<file path="config.mk">
export PLATFORM = sky130hd
export DESIGN_NAME = sp_round_pack
export DESIGN_NICKNAME = d
export VERILOG_FILES = /design/src/rtl/sp_rp_pkg.sv /design/src/rtl/sp_rp_rounder.sv /design/src/rtl/sp_rp_denorm.sv /design/src/rtl/sp_rp_pack.sv /design/src/rtl/sp_round_pack.sv
export SDC_FILE = /design/constraint.sdc
export NUM_CORES = 1
export LEC_CHECK = 0
export ABC_CLOCK_PERIOD_IN_PS = 1600
export BUFFER_PORTS_ARGS = -buffer_cell sky130_fd_sc_hd__buf_2
export CAP_MARGIN = 20
export CORE_AREA = 5 5 138 140
export DETAILED_ROUTE_END_ITERATION = 6
export DIE_AREA = 0 0 143 145
export HOLD_SLACK_MARGIN = 0.03
export SETUP_SLACK_MARGIN = 0.4
export SYNTH_ARGS = -nofsm -noshare
export SYNTH_HDL_FRONTEND = slang
export SYNTH_HIERARCHICAL = 1
export SYNTH_SLANG_ARGS = --single-unit
</file>
<file path="constraint.sdc">
create_clock -name clk -period 1.6 [get_ports clk]
set_input_delay 0.24 -clock clk [delete_from_list [all_inputs] [get_ports clk]]
set_output_delay 0.24 -clock clk [all_outputs]
set_load 0.01 [all_outputs]
</file>
<file path="src/rtl/sp_rp_pkg.sv">
package sp_rp_pkg;
  localparam int FRAC_W  = 23;
  localparam int GRS_W   = 3;
  localparam int MANT_W  = FRAC_W + 1 + GRS_W;
  localparam int EFLD_W  = 8;
  localparam int WORD_W  = 1 + EFLD_W + FRAC_W;
  localparam int BIAS    = (1 << (EFLD_W - 1)) - 1;
  localparam int EMIN    = 1 - BIAS;
  localparam int EMAX    = BIAS;

  typedef enum logic [1:0] {
    RM_NEAREST = 2'd0,
    RM_ZERO    = 2'd1,
    RM_UP      = 2'd2,
    RM_DOWN    = 2'd3
  } rmode_e;

  typedef struct packed {
    logic [WORD_W-1:0] word;
    logic              inexact;
    logic              underflow;
    logic              overflow;
  } result_t;
endpackage

</file>
<file path="src/rtl/sp_rp_rounder.sv">
module sp_rp_rounder
  import sp_rp_pkg::*;
(
  input  logic              sign,
  input  logic [1:0]        rmode,
  input  logic [MANT_W-1:0] mant,
  output logic [MANT_W:0]   rounded
);
  localparam int UW = MANT_W + 1;
  localparam logic [UW-1:0] ULP = UW'(1) << GRS_W;

  logic [UW-1:0] inc;

  always_comb begin
    inc = '0;
    if (|mant[GRS_W-1:0]) begin
      unique case (rmode_e'(rmode))
        RM_NEAREST: inc = UW'(3) + UW'(mant[GRS_W]);
        RM_UP:      inc = sign ? '0 : ULP;
        RM_DOWN:    inc = sign ? ULP : '0;
        default:    inc = '0;
      endcase
    end
    rounded = {1'b0, mant} + inc;
  end

  // rounding never moves the magnitude down
  always_comb assert_round_monotone_R3: assert (rounded >= {1'b0, mant});
endmodule

</file>
<file path="src/rtl/sp_rp_denorm.sv">
module sp_rp_denorm
  import sp_rp_pkg::*;
#(
  parameter int EXP_W = 10
) (
  input  logic                    sign,
  input  logic [1:0]              rmode,
  input  logic signed [EXP_W-1:0] exp_i,
  input  logic [MANT_W-1:0]       mant_i,
  output logic signed [EXP_W:0]   exp_o,
  output logic [MANT_W-1:0]       mant_o,
  output logic                    inexact_o
);
  localparam int SH_W = $clog2(MANT_W) + 1;
  localparam logic [MANT_W:0] GRS_CLR = ~((MANT_W+1)'(1 << GRS_W) - (MANT_W+1)'(1));

  logic [MANT_W:0]   rnd;
  logic [MANT_W-1:0] lost_mask;
  logic [SH_W-1:0]   sh;
  logic              below, big;
  int                es;

  sp_rp_rounder u_edge_round (.sign(sign), .rmode(rmode), .mant(mant_i), .rounded(rnd));

  always_comb begin
    es        = EMIN - int'(exp_i);
    below     = int'(exp_i) < EMIN;
    big       = es >= MANT_W;
    sh        = big ? '0 : SH_W'(es);
    lost_mask = ~({MANT_W{1'b1}} << sh);
    exp_o     = {exp_i[EXP_W-1], exp_i};
    mant_o    = mant_i;
    inexact_o = 1'b0;
    if (below) begin
      exp_o = (EXP_W+1)'(EMIN);
      if (int'(exp_i) == EMIN - 1 && rnd[MANT_W]) begin
        // rounds back to the smallest normal: not tiny
        inexact_o = 1'b1;
        mant_o    = MANT_W'((rnd >> 1) & GRS_CLR);
      end else if (big) begin
        mant_o = {{(MANT_W-1){1'b0}}, |mant_i};
      end else begin
        mant_o = (mant_i >> sh) | {{(MANT_W-1){1'b0}}, |(mant_i & lost_mask)};
      end
    end
  end
endmodule

</file>
<file path="src/rtl/sp_rp_pack.sv">
module sp_rp_pack
  import sp_rp_pkg::*;
#(
  parameter int EXP_W = 10
) (
  input  logic                  sign,
  input  logic [1:0]            rmode,
  input  logic signed [EXP_W:0] exp_i,
  input  logic [MANT_W-1:0]     mant_i,
  input  logic                  early_inexact,
  input  logic                  uf_trap,
  output result_t               res
);
  localparam int SIG_W = FRAC_W + 1;

  logic [MANT_W:0]  rnd, m;
  logic [SIG_W-1:0] sig;
  logic             to_inf;
  int               e;

  sp_rp_rounder u_main_round (.sign(sign), .rmode(rmode), .mant(mant_i), .rounded(rnd));

  always_comb begin
    res.inexact   = early_inexact;
    res.underflow = 1'b0;
    res.overflow  = 1'b0;
    m = {1'b0, mant_i};
    e = int'(exp_i);
    if (|mant_i[GRS_W-1:0]) begin
      res.inexact = 1'b1;
      if (!mant_i[MANT_W-1]) res.underflow = 1'b1;
      m = rnd;
      if (m[MANT_W]) begin
        m = m >> 1;
        e = e + 1;
      end
    end
    sig    = SIG_W'(m >> GRS_W);
    to_inf = (rmode_e'(rmode) == RM_NEAREST) ||
             (rmode_e'(rmode) == RM_UP && !sign) ||
             (rmode_e'(rmode) == RM_DOWN && sign);
    if (e > EMAX) begin
      res.overflow = 1'b1;
      res.inexact  = 1'b1;
      res.word     = to_inf ? {sign, {EFLD_W{1'b1}}, {FRAC_W{1'b0}}}
                            : {sign, {(EFLD_W-1){1'b1}}, 1'b0, {FRAC_W{1'b1}}};
    end else if (!sig[SIG_W-1]) begin
      res.underflow = res.underflow | uf_trap;
      res.word      = {sign, {EFLD_W{1'b0}}, sig[FRAC_W-1:0]};
    end else begin
      res.word = {sign, EFLD_W'(e + BIAS), sig[FRAC_W-1:0]};
    end
  end
endmodule

</file>
<file path="src/rtl/sp_round_pack.sv">
module sp_round_pack
  import sp_rp_pkg::*;
#(
  parameter int EXP_W = 10
) (
  input  logic                    clk,
  input  logic                    rst_n,
  input  logic                    in_valid,
  output logic                    in_ready,
  input  logic                    in_sign,
  input  logic signed [EXP_W-1:0] in_exp,
  input  logic [MANT_W-1:0]       in_mant,
  input  logic [1:0]              in_rmode,
  input  logic                    in_flush,
  input  logic                    in_uf_trap,
  output logic                    out_valid,
  input  logic                    out_ready,
  output logic [WORD_W-1:0]       out_word,
  output logic                    out_inexact,
  output logic                    out_underflow,
  output logic                    out_overflow
);
  logic signed [EXP_W:0] dn_exp;
  logic [MANT_W-1:0]     dn_mant;
  logic                  dn_inexact, flush_hit, to_min, fire;
  result_t               pk_res, flush_res, nxt_res, res_q;

  sp_rp_denorm #(.EXP_W(EXP_W)) u_denorm (
    .sign(in_sign), .rmode(in_rmode), .exp_i(in_exp), .mant_i(in_mant),
    .exp_o(dn_exp), .mant_o(dn_mant), .inexact_o(dn_inexact)
  );

  sp_rp_pack #(.EXP_W(EXP_W)) u_pack (
    .sign(in_sign), .rmode(in_rmode), .exp_i(dn_exp), .mant_i(dn_mant),
    .early_inexact(dn_inexact), .uf_trap(in_uf_trap), .res(pk_res)
  );

  always_comb begin
    flush_hit = in_flush && (int'(in_exp) < EMIN);
    to_min    = (rmode_e'(in_rmode) == RM_UP && !in_sign) ||
                (rmode_e'(in_rmode) == RM_DOWN && in_sign);
    flush_res.inexact   = 1'b1;
    flush_res.underflow = 1'b1;
    flush_res.overflow  = 1'b0;
    flush_res.word      = {in_sign, (WORD_W-1)'(0)};
    if (to_min) flush_res.word[FRAC_W] = 1'b1;
    nxt_res = flush_hit ? flush_res : pk_res;
  end

  assign in_ready = !out_valid || out_ready;
  assign fire     = in_valid && in_ready;

  always_ff @(posedge clk or negedge rst_n) begin
    if (!rst_n) begin
      out_valid <= 1'b0;
      res_q     <= '0;
    end else begin
      if (fire) begin
        out_valid <= 1'b1;
        res_q     <= nxt_res;
      end else if (out_ready) begin
        out_valid <= 1'b0;
      end
    end
  end

  assign out_word      = res_q.word;
  assign out_inexact   = res_q.inexact;
  assign out_underflow = res_q.underflow;
  assign out_overflow  = res_q.overflow;

  assert_hold_stall_R11: assert property (@(posedge clk) disable iff (!rst_n)
    out_valid && !out_ready |=> out_valid && $stable(out_word) && $stable(out_inexact));

  assert_latency_R11: assert property (@(posedge clk) disable iff (!rst_n)
    in_valid && in_ready |=> out_valid);

  assert_exact_R1: assert property (@(posedge clk) disable iff (!rst_n)
    in_valid && in_ready && in_mant[GRS_W-1:0] == '0 && int'(in_exp) >= EMIN &&
    int'(in_exp) < EMAX |=> !out_inexact);

  assert_flush_flags_R6: assert property (@(posedge clk) disable iff (!rst_n)
    in_valid && in_ready && in_flush && int'(in_exp) < EMIN |=> out_inexact && out_underflow);

  assert_no_overflow_R5: assert property (@(posedge clk) disable iff (!rst_n)
    out_valid && out_overflow |-> out_inexact && out_word[WORD_W-2 -: EFLD_W] >= 8'hFE);

  assert_allones_exp_R5: assert property (@(posedge clk) disable iff (!rst_n)
    out_valid && out_word[WORD_W-2 -: EFLD_W] == 8'hFF |-> out_overflow);
endmodule

</file>
==> impl_metrics.py <==
metrics = {
    "setup_path": {
        "crit_end": "out_word[23]$_DFFE_PN0P_",
        "cp.depth": 31,
        "r2r_start": "out_valid$_DFFE_PN0P_",
        "cp-start-kind": "primary input",
        "cp_data_arrival_time_ns": 5.88,
        "timing.critical_path.mode_cell": "buf_6",
        "path_buf_inv": 9,
        "rrSetupSlack_ns": 0.43,
        "critPathLaunch": "in_exp[0]",
        "cp_slowest_cell": "or4_4",
        "cp_max_fo": 8,
        "r2r-end": "out_word[9]$_DFFE_PN0P_",
        "cp_top_family": "compound AO/OA/AOI/OAI gates",
        "end_kind": "flop",
        "worst-setup-path-type": "primary input to flop",
        "reg2reg_depth": 4,
        "crit_path_max_incr_delay_ns": 0.57,
        "critPathRequiredTime_ns": 1.82,
    },
    "sta": {
        "slew_headroom_pct": 59.1,
        "fin_tns_setup_ns": -135.73,
        "maxSlewViolCount": 0,
        "setup_violations": 34,
        "finalCritPeriodShare_pct": 353,
        "rsz0062_at_grt": "true",
        "finalHoldViolCount": 0,
        "worst_slack_ns": -4.06,
        "period_needed_ns": 5.66,
        "clock.fmax_mhz": 177,
        "final.setup_skew_ns": 0.00604,
        "tightest_slew_ns": 0.614,
    },
    "finish": {
        "num_antenna_cells": 0,
        "nNetsFinal": 1468,
        "instances_no_fill": 1635,
        "drive_above_1_share_pct": 46.2,
        "layout_common_cells": "363 x buf_4, 101 x nand2_1, 98 x nor2_1",
        "area_growth_pct": 61.5,
        "final_util_pct": 65.5,
        "final_common_cell": "buf_4",
    },
    "power": {
        "comb_power_share_pct": 67.3,
        "power.density_mw_per_mm2": 570,
        "vdd_drop_max_uv": 572,
        "fin_total_pwr_mw": 6.61,
        "intPower_mw": 3.70,
        "p_sw_share_pct": 44.0,
        "p_clk_share_pct": 15.2,
        "seqPwrFrac_pct": 17.5,
        "p_sw_mw": 2.91,
        "power.leakage_nw": 5.11,
    },
    "clock_network": {
        "clockBufferDepth": 2,
        "cts_tree": "yes",
        "cts_sinks": 36,
        "clkLatencyLatePin_ns": 0.28,
        "cts.htree.levels": 2,
        "clk_pin_slew_ns": 0.06,
        "clock-root-buffer": "clkbuf_16",
        "cts_made_buffers": 5,
    },
    "detailed_routing": {
        "drc": 0,
        "antenna_left": 0,
        "vias_per_cell": 6.22,
        "drt-initial-drc-count": 1321,
        "avgRoutedWirePerCell_um": 22.0,
        "wl_mm": 36.0,
        "drt-pass1-iter-count": 6,
        "vias": 10174,
    },
    "place": {
        "port_buffers": 82,
        "place_inst": 1563,
        "routabilityCongestion": 1.15,
        "post-dp-hpwl_mm": 26.6,
    },
    "floorplan": {
        "pin_count": 83,
        "die-area_mm2": 0.0207,
        "die_h_um": 145,
        "num_rows": 49,
        "initial_utilization_pct": 40.5,
        "coreArea_mm2": 0.0177,
        "fp.dieW_um": 143,
    },
    "synthesis": {
        "synthesis.area_mm2": 0.00718,
        "synth.avg_cell_area_um2": 7.19,
        "synthCells": 999,
        "postSynthNetCount": 1062,
        "synth_warnings": 6,
    },
    "hold_path": {
        "hp-class": "primary input to flop",
    },
    "global_routing": {
        "antenna_found_initial": 0,
        "grt_pass1_wl_mm": 54.4,
        "grt_max_degree": 47,
        "grt_pass1_vias": 9642,
        "gr-total-overflow": 0,
        "grt_use_total_pct": 32.7,
    },
    "run_status": {
        "status": "finished with violations",
        "failed_checks": "negative setup slack",
    },
    "run": {
        "drv_cap": 0,
    },
}
[worst register-to-register path, stage by stage, from the launching register on]
cell and delay [ns]:
dfrtp_1 0.40, nand2b_4 0.09, nand2_2 0.08, buf_4 0.22, a22o_1 0.26
[worst min path at each step]
stage | start | endpoint | slack, ns | depth (start not counted)
3_3_place_gp | rst_n | out_valid$_DFFE_PN0P_ | 0.30 | 2
6_report | in_valid | out_valid$_DFFE_PN0P_ | 0.18 | 2
4_1_cts | in_valid | out_valid$_DFFE_PN0P_ | 0.18 | 2
2_1_floorplan | rst_n | out_inexact$_DFFE_PN0P_ | -0.06 | 0
5_1_grt | in_valid | out_valid$_DFFE_PN0P_ | 0.20 | 2
3_5_place_dp | rst_n | out_word[30]$_DFFE_PN0P_ | 0.30 | 2
[area by class of cell]
cell class / count / area, um2
Clock buffer: 6 / 139
Timing Repair Buffer: 475 / 3600
Tap cell: 229 / 287
Inverter: 16 / 67.6
Timing Repair inverter: 3 / 28.8
Fill cell: 1492 / 6120
Multi-Input combinational cell: 868 / 6570
Clock inverter: 2 / 13.8
Sequential cell: 36 / 901
[registers in the layout (all words and copies together), names as in the netlist]
signal         flops
out_word          32
out_inexact        1
out_overflow       1
out_underflow      1
out_valid          1
[power groups by stage]
stage | Sequential (mW) | Combinational [mW] | Clock, mW
after floorplan | 1.23 | 1.87 | 0
after global placement | 1.16 | 3.74 | 0
after detailed placement | 1.17 | 3.77 | 0
after CTS | 1.15 | 4.16 | 1.01
after global routing | 1.17 | 4.69 | 1.05
final | 1.16 | 4.45 | 1.00
[through the flow]
stage          cell area, um2  hold WS [ns]  setup slack, ns
6_report                11600         0.181            -4.06
5_1_grt                 11600         0.199            -4.25
4_1_cts                 11200         0.181            -3.80
3_5_place_dp            10200         0.305            -4.66
3_3_place_gp            10200         0.298            -4.52
2_1_floorplan            7370       -0.0556            -4.41
[layer usage]
| metal | track usage, % | routed length [um] |
|---|---|---|
| met5 | 0 | 0 |
| met4 | 10.7 | 1460 |
| met3 | 7.34 | 4430 |
| met2 | 50.2 | 15800 |
| met1 | 45.3 | 14300 |
[what timing repair did]
item                                    CTS  global route
endpoints found under the setup margin   35            36
cloned                                    7             2
gates resized for setup                 106            50
hold buffers                              1             0
endpoints found under the hold margin    36             0
setup buffers                            37            17
pin swaps                                65            42
Power figures use the tool's default switching activity.
